===== config.mk =====
export PLATFORM = sky130hd
export DESIGN_NAME = uart_cmd_ctrl
export DESIGN_NICKNAME = d
export VERILOG_FILES = /design/src/rtl/uart_cmd_pkg.sv /design/src/rtl/uart_cmd_decode.sv /design/src/rtl/uart_chan_enable.sv /design/src/rtl/uart_break_seq.sv /design/src/rtl/uart_cmd_ctrl.sv
export SDC_FILE = /design/constraint.sdc
export NUM_CORES = 1
export LEC_CHECK = 0
export ABC_CLOCK_PERIOD_IN_PS = 2100
export BUFFER_PORTS_ARGS = -buffer_cell sky130_fd_sc_hd__buf_2
export CAP_MARGIN = 20
export CORE_MARGIN = 1.5
export CORE_UTILIZATION = 43
export DETAILED_ROUTE_END_ITERATION = 8
export PLACE_DENSITY_LB_ADDON = 0.15
export REMOVE_ABC_BUFFERS = 1
export SYNTH_ARGS = -nofsm -noshare
export SYNTH_HDL_FRONTEND = slang
export SYNTH_SLANG_ARGS = --single-unit

===== constraint.sdc =====
create_clock -name clk -period 2.1 [get_ports clk]
set_clock_uncertainty 0.1 [all_clocks]
set_input_delay 0.42 -clock clk [delete_from_list [all_inputs] [get_ports clk]]
set_output_delay 0.42 -clock clk [all_outputs]
set_load 0.02 [all_outputs]

===== src/rtl/uart_cmd_pkg.sv =====
package uart_cmd_pkg;
  localparam int CMD_W    = 8;
  localparam int BIT_RSV  = 7;
  localparam int MISC_HI  = 6;
  localparam int MISC_LO  = 4;
  localparam int BIT_TXOF = 3;
  localparam int BIT_TXON = 2;
  localparam int BIT_RXOF = 1;
  localparam int BIT_RXON = 0;
  localparam int NUM_STB  = 5;

  typedef enum logic [2:0] {
    MISC_NONE   = 3'd0,
    MISC_MRPTR  = 3'd1,
    MISC_RXRST  = 3'd2,
    MISC_TXRST  = 3'd3,
    MISC_ERRRST = 3'd4,
    MISC_BRKIRQ = 3'd5,
    MISC_BRKON  = 3'd6,
    MISC_BRKOFF = 3'd7
  } misc_e;

  typedef struct packed {
    logic  valid;
    misc_e misc;
    logic  tx_off;
    logic  tx_on;
    logic  rx_off;
    logic  rx_on;
  } cmd_t;

  typedef enum logic [2:0] {
    BRK_IDLE,
    BRK_PEND,
    BRK_ARM,
    BRK_LOW,
    BRK_STOP,
    BRK_GUARD
  } brk_e;
endpackage


===== src/rtl/uart_cmd_decode.sv =====
module uart_cmd_decode
  import uart_cmd_pkg::*;
(
  input  logic               clk,
  input  logic               rst_n,
  input  logic               cmd_wr,
  input  logic [CMD_W-1:0]   cmd_data,
  output cmd_t               cmd,
  output logic [NUM_STB-1:0] stb
);
  logic [NUM_STB-1:0] stb_d;

  // Field split; a set reserved bit voids the whole byte.
  always_comb begin
    cmd.valid  = cmd_wr && !cmd_data[BIT_RSV];
    cmd.misc   = misc_e'(cmd_data[MISC_HI:MISC_LO]);
    cmd.tx_off = cmd_data[BIT_TXOF];
    cmd.tx_on  = cmd_data[BIT_TXON];
    cmd.rx_off = cmd_data[BIT_RXOF];
    cmd.rx_on  = cmd_data[BIT_RXON];
  end

  // Pulse k answers housekeeping code k+1.
  for (genvar k = 0; k < NUM_STB; k++) begin : g_stb
    assign stb_d[k] = cmd.valid && (3'(cmd.misc) == 3'(k + 1));
  end

  always_ff @(posedge clk or negedge rst_n) begin
    if (!rst_n) stb <= '0;
    else        stb <= stb_d;
  end
endmodule


===== src/rtl/uart_chan_enable.sv =====
module uart_chan_enable
  import uart_cmd_pkg::*;
(
  input  logic clk,
  input  logic rst_n,
  input  cmd_t cmd,
  input  logic thr_full,
  input  logic shift_busy,
  output logic tx_en,
  output logic tx_run,
  output logic rx_en,
  output logic rx_search
);
  logic busy;
  logic rx_off_now, rx_on_now;
  logic tx_rst_now, tx_off_now, tx_on_now;
  logic drain;

  assign busy       = thr_full || shift_busy;
  // Disable (or a reset) always beats enable in one byte.
  assign rx_off_now = cmd.valid && (cmd.rx_off || cmd.misc == MISC_RXRST);
  assign rx_on_now  = cmd.valid && cmd.rx_on && !rx_off_now;
  assign tx_rst_now = cmd.valid && cmd.misc == MISC_TXRST;
  assign tx_off_now = (cmd.valid && cmd.tx_off) || tx_rst_now;
  assign tx_on_now  = cmd.valid && cmd.tx_on && !tx_off_now;

  always_ff @(posedge clk or negedge rst_n) begin
    if (!rst_n) begin
      rx_en     <= 1'b0;
      rx_search <= 1'b0;
    end else begin
      rx_search <= rx_on_now;
      if (rx_off_now)     rx_en <= 1'b0;
      else if (rx_on_now) rx_en <= 1'b1;
    end
  end

  always_ff @(posedge clk or negedge rst_n) begin
    if (!rst_n) begin
      tx_en <= 1'b0;
      drain <= 1'b0;
    end else begin
      if (tx_off_now)     tx_en <= 1'b0;
      else if (tx_on_now) tx_en <= 1'b1;

      if (tx_rst_now || tx_on_now)  drain <= 1'b0;
      else if (tx_off_now && tx_en) drain <= busy;
      else                          drain <= drain && busy;
    end
  end

  assign tx_run = tx_en || drain;
endmodule


===== src/rtl/uart_break_seq.sv =====
module uart_break_seq
  import uart_cmd_pkg::*;
#(
  parameter int GUARD_BITS = 1
) (
  input  logic clk,
  input  logic rst_n,
  input  cmd_t cmd,
  input  logic tx_en,
  input  logic thr_full,
  input  logic shift_busy,
  input  logic bit_tick,
  output logic brk_low,
  output logic tx_hold
);
  localparam int GCNT_W = (GUARD_BITS > 1) ? $clog2(GUARD_BITS) : 1;
  localparam logic [GCNT_W-1:0] GCNT_LAST = GCNT_W'(GUARD_BITS - 1);

  brk_e              st_q, st_d;
  logic [GCNT_W-1:0] gcnt_q, gcnt_d;
  logic              start_ok, stop_req, cancel, busy;

  assign busy     = thr_full || shift_busy;
  assign start_ok = cmd.valid && cmd.misc == MISC_BRKON && tx_en;
  assign stop_req = cmd.valid && cmd.misc == MISC_BRKOFF;
  assign cancel   = cmd.valid && cmd.misc == MISC_TXRST;

  always_comb begin
    st_d   = st_q;
    gcnt_d = gcnt_q;
    unique case (st_q)
      BRK_IDLE: if (start_ok) st_d = BRK_PEND;
      BRK_PEND: begin
        if (stop_req)  st_d = BRK_IDLE;
        else if (!busy) st_d = BRK_ARM;
      end
      BRK_ARM: begin
        if (stop_req)      st_d = BRK_IDLE;
        else if (bit_tick) st_d = BRK_LOW;
      end
      BRK_LOW: if (stop_req) st_d = BRK_STOP;
      BRK_STOP: begin
        if (bit_tick) begin
          st_d   = BRK_GUARD;
          gcnt_d = '0;
        end
      end
      BRK_GUARD: begin
        if (bit_tick) begin
          if (gcnt_q == GCNT_LAST) st_d = BRK_IDLE;
          else                     gcnt_d = gcnt_q + 1'b1;
        end
      end
      default: st_d = BRK_IDLE;
    endcase
    if (cancel) st_d = BRK_IDLE;
  end

  always_ff @(posedge clk or negedge rst_n) begin
    if (!rst_n) begin
      st_q   <= BRK_IDLE;
      gcnt_q <= '0;
    end else begin
      st_q   <= st_d;
      gcnt_q <= gcnt_d;
    end
  end

  assign brk_low = (st_q == BRK_LOW) || (st_q == BRK_STOP);
  assign tx_hold = (st_q == BRK_ARM) || brk_low || (st_q == BRK_GUARD);
endmodule


===== src/rtl/uart_cmd_ctrl.sv =====
module uart_cmd_ctrl
  import uart_cmd_pkg::*;
#(
  parameter int GUARD_BITS = 1
) (
  input  logic             clk,
  input  logic             rst_n,
  input  logic             cmd_wr,
  input  logic [CMD_W-1:0] cmd_data,
  input  logic             thr_full,
  input  logic             shift_busy,
  input  logic             bit_tick,
  output logic             tx_en,
  output logic             rx_en,
  output logic             tx_run,
  output logic             rx_search,
  output logic             txrdy,
  output logic             txemt,
  output logic             txd_brk_low,
  output logic             tx_hold,
  output logic             rst_mrptr,
  output logic             rst_rx,
  output logic             rst_tx,
  output logic             rst_err,
  output logic             rst_brk_irq
);
  cmd_t               cmd;
  logic [NUM_STB-1:0] stb;

  uart_cmd_decode u_dec (
    .clk      (clk),
    .rst_n    (rst_n),
    .cmd_wr   (cmd_wr),
    .cmd_data (cmd_data),
    .cmd      (cmd),
    .stb      (stb)
  );

  uart_chan_enable u_en (
    .clk        (clk),
    .rst_n      (rst_n),
    .cmd        (cmd),
    .thr_full   (thr_full),
    .shift_busy (shift_busy),
    .tx_en      (tx_en),
    .tx_run     (tx_run),
    .rx_en      (rx_en),
    .rx_search  (rx_search)
  );

  uart_break_seq #(.GUARD_BITS(GUARD_BITS)) u_brk (
    .clk        (clk),
    .rst_n      (rst_n),
    .cmd        (cmd),
    .tx_en      (tx_en),
    .thr_full   (thr_full),
    .shift_busy (shift_busy),
    .bit_tick   (bit_tick),
    .brk_low    (txd_brk_low),
    .tx_hold    (tx_hold)
  );

  assign rst_mrptr   = stb[0];
  assign rst_rx      = stb[1];
  assign rst_tx      = stb[2];
  assign rst_err     = stb[3];
  assign rst_brk_irq = stb[4];

  assign txrdy = tx_en && !thr_full;
  assign txemt = txrdy && !shift_busy;
endmodule


==> impl_metrics.env <==
export IMPL_status="completed"
export IMPL_vias_per_cell=5.11
export IMPL_die_w_microns=40.9
export IMPL_max_clock_freq_mhz=510
export IMPL_cp_arrival_ns=1.44
export IMPL_cp_start_kind="flip-flop"
export IMPL_met1Wirelength_microns=582
export IMPL_max_stage_delay_ns=0.47
export IMPL_postCtsResizedCells=0
export IMPL_cp_required_ns=1.58
export IMPL_final_nets=106
export IMPL_dieArea_sq_um=1670
export IMPL_synth_area_per_cell_sq_um=10.1
export IMPL_htree_levels=1
export IMPL_drtPass1Iterations=4
export IMPL_synth_edf_count=0
export IMPL_clock_path_buffers=2
export IMPL_critPathBufInv=1
export IMPL_crit_slowest_cell="dfrtp_1"
export IMPL_rsz0062_at_grt="false"
export IMPL_worst_slew_pin_slew_ns=0.348
export IMPL_crit_path_cell_trace="or2b_2, o22ai_1, buf_2"
export IMPL_met2_length_microns=502
export IMPL_antenna_found_initial=0
export IMPL_syn_inst=61
export IMPL_r2r_slack_ns=0.64
export IMPL_syn2layout_area_growth_pct=29.8
export IMPL_crit_fanout=9
export IMPL_yosysWarnings=0
export IMPL_ant_nets=0
export IMPL_placed_cell_area_sq_um=756
export IMPL_multi_input_area_sq_um=303
export IMPL_yosysSeqAreaShare=0.486
export IMPL_min_period_over_period=0.934
export IMPL_slew_viol_final=0
export IMPL_cts_root_buffer="clkbuf_4"
export IMPL_yosys_top_cells_area="dfrtp_1 49%, a21oi_1 5.7%, nor2_1 5.5%"
export IMPL_synthArstFlopShare=1.00
export IMPL_portBuffers=26
export IMPL_dp_hpwl_microns=908
export IMPL_grt_pass1_wl_mm=2.04
export IMPL_post_route_util=0.609
export IMPL_power_leakage_nw=0.424
export IMPL_num_io_pins=27
export IMPL_initialDrtViolationCount=10
export IMPL_clk_latency_ns=0.27
export IMPL_initial_core_util=0.469
export IMPL_power_density_nw_per_um2=895
export IMPL_dr_wl_met3_microns=70
export IMPL_path_delay_family="flip-flops"
export IMPL_grt_pass1_vias=466
export IMPL_ir_drop_mv=0.388
export IMPL_insertedDiodeCount=0
export IMPL_core_rowCount=13
export IMPL_drive_gt1_frac=0.385
export IMPL_clock_sinks=12
export IMPL_cts_setup_buffers=0
export IMPL_die_height_microns=40.9
export IMPL_drt_total_wl_mm=1.17
export IMPL_ctsHoldBuffers=1
export IMPL_synth_cell_type_count=27
export IMPL_synth_top_cell_by_area="dfrtp_1"
export IMPL_cp_end_kind="output pin"
export IMPL_routed_top_layer="met4"
export IMPL_nFillCells=121
export IMPL_setup_viol=0
export IMPL_wl_per_cell_microns=11.0
export IMPL_maxCapViolations=0
export IMPL_cts_made_buffers=3
export IMPL_synth_main_ff_cell="dfrtp_1"
export IMPL_grt_overflow=0
export IMPL_setup_tns_ns=0
export IMPL_cts_tree="yes"
export IMPL_hold_viol_final=0
export IMPL_final_seq_area_sq_um=300
export IMPL_grt_max_degree=13
export IMPL_path_clk_slew_ns=0.07
export IMPL_worstSetupPathType="reg2out"
export IMPL_hold_class="in2reg"
export IMPL_fin_crit_ns=1.96
export IMPL_fin_area_sq_um=802
export IMPL_ys_ff_latch=12
export IMPL_grt_use_total=0.189
export IMPL_vias=542
export IMPL_maxSlewHeadroom=0.767
export IMPL_place_gp_congestion=0.724
export IMPL_synth_top_area_frac=0.486
export IMPL_synthesis_area_sq_um=618
export IMPL_core_area_sq_um=1320
export IMPL_drc=0
worst reg2reg max path, stage by stage, from the launching register on:
cell     delay (ns)
dfrtp_1        0.47
or2b_2         0.36
o32ai_1        0.31
a32o_1         0.17
Yosys cell counts (2+ instances only):
cell type / instances
a211oi_1: 2
a21oi_1: 7
and3_1: 2
dfrtp_1: 12
nand2_1: 4
nand2b_1: 2
nor2_1: 9
nor2b_1: 2
nor3_1: 3
kinds of logic after synthesis:
| family | Yosys count | synth area share |
|---|---|---|
| XOR/XNOR | 1 | 0.0142 |
| AO/OA/AOI/OAI | 15 | 0.158 |
| buffers and inverters | 2 | 0.0243 |
| flip-flops | 12 | 0.486 |
| AND/OR/NAND/NOR | 31 | 0.318 |
power by group:
| group | switching, mW | total [mW] | internal, mW |
|---|---|---|---|
| clock | 0.0774 | 0.183 | 0.105 |
| combinational | 0.127 | 0.228 | 0.101 |
| sequential | 0.0465 | 0.307 | 0.261 |
| total | 0.251 | 0.718 | 0.467 |
metrics by stage:
step	setup slack (ns)	total power [mW]	instances	hold WS, ns
final	0.138	0.718	106	0.226
after detailed placement	0.436	0.540	101	0.217
after floorplan	0.440	0.458	60	0.0244
after global routing	0.0585	0.774	106	0.237
after CTS	0.128	0.727	106	0.217
after global placement	0.476	0.538	101	0.210
layer usage:
metal	GRT usage	vias to the layer above
met5	0	-
met4	0.0500	0
met3	0.0652	2
met2	0.262	20
met1	0.275	238
li1	-	282
placed cells by master, fill, tap and decap left out:
cell	Yosys	routed
xor2_1	1	1
clkbuf_4	0	3
nor2b_1	2	2
and2_1	1	1
nand2_1	4	4
o21ba_2	1	1
dfrtp_1	12	12
nor3_1	3	3
nor2_1	9	9
inv_1	1	1
or2_2	1	1
o22ai_1	1	1
nand2b_1	2	2
nor4b_1	1	1
and3_1	2	2
a211oi_1	2	2
o32ai_1	1	1
or2b_2	1	1
and4b_1	1	1
nor4bb_1	1	1
dlygate4sd3_1	0	1
clkbuf_8	0	1
buf_2	0	26
nand3b_4	1	1
a21oi_1	7	7
a32o_1	1	1
nor4_1	1	1
nor3b_4	1	1
a22oi_1	1	1
o21ai_0	1	1
flip-flops by register name (all words and copies together), names as in the netlist:
name	cells
u_dec.stb	5
u_brk.st_q	3
u_en.drain	1
u_en.rx_en	1
u_en.rx_search	1
u_en.tx_en	1
area by class of cell:
cell class,instances,share of cell area
multi-input combinational,47,0.378
sequential,12,0.374
timing repair buffer,27,0.175
clock buffer,4,0.0452
tap,15,0.0234
inverter,1,0.00468
path summary, 6_finish.rpt:
check | start | cells after the start | end
min in group asynchronous | rst_n | 2 | u_dec.stb[1]$_DFF_PN0_
max in group asynchronous | rst_n | 2 | u_brk.st_q[1]$_DFFE_PN0P_
worst min-delay path | cmd_data[3] | 2 | u_en.tx_en$_DFFE_PN0P_
worst max-delay path | u_brk.st_q[1]$_DFFE_PN0P_ | 3 | txd_brk_low
worst min register to register | u_brk.st_q[0]$_DFFE_PN0P_ | 1 | u_brk.st_q[0]$_DFFE_PN0P_
worst max register to register | u_brk.st_q[1]$_DFFE_PN0P_ | 3 | u_brk.st_q[0]$_DFFE_PN0P_
No activity file was read; power rests on OpenSTA's default activity.
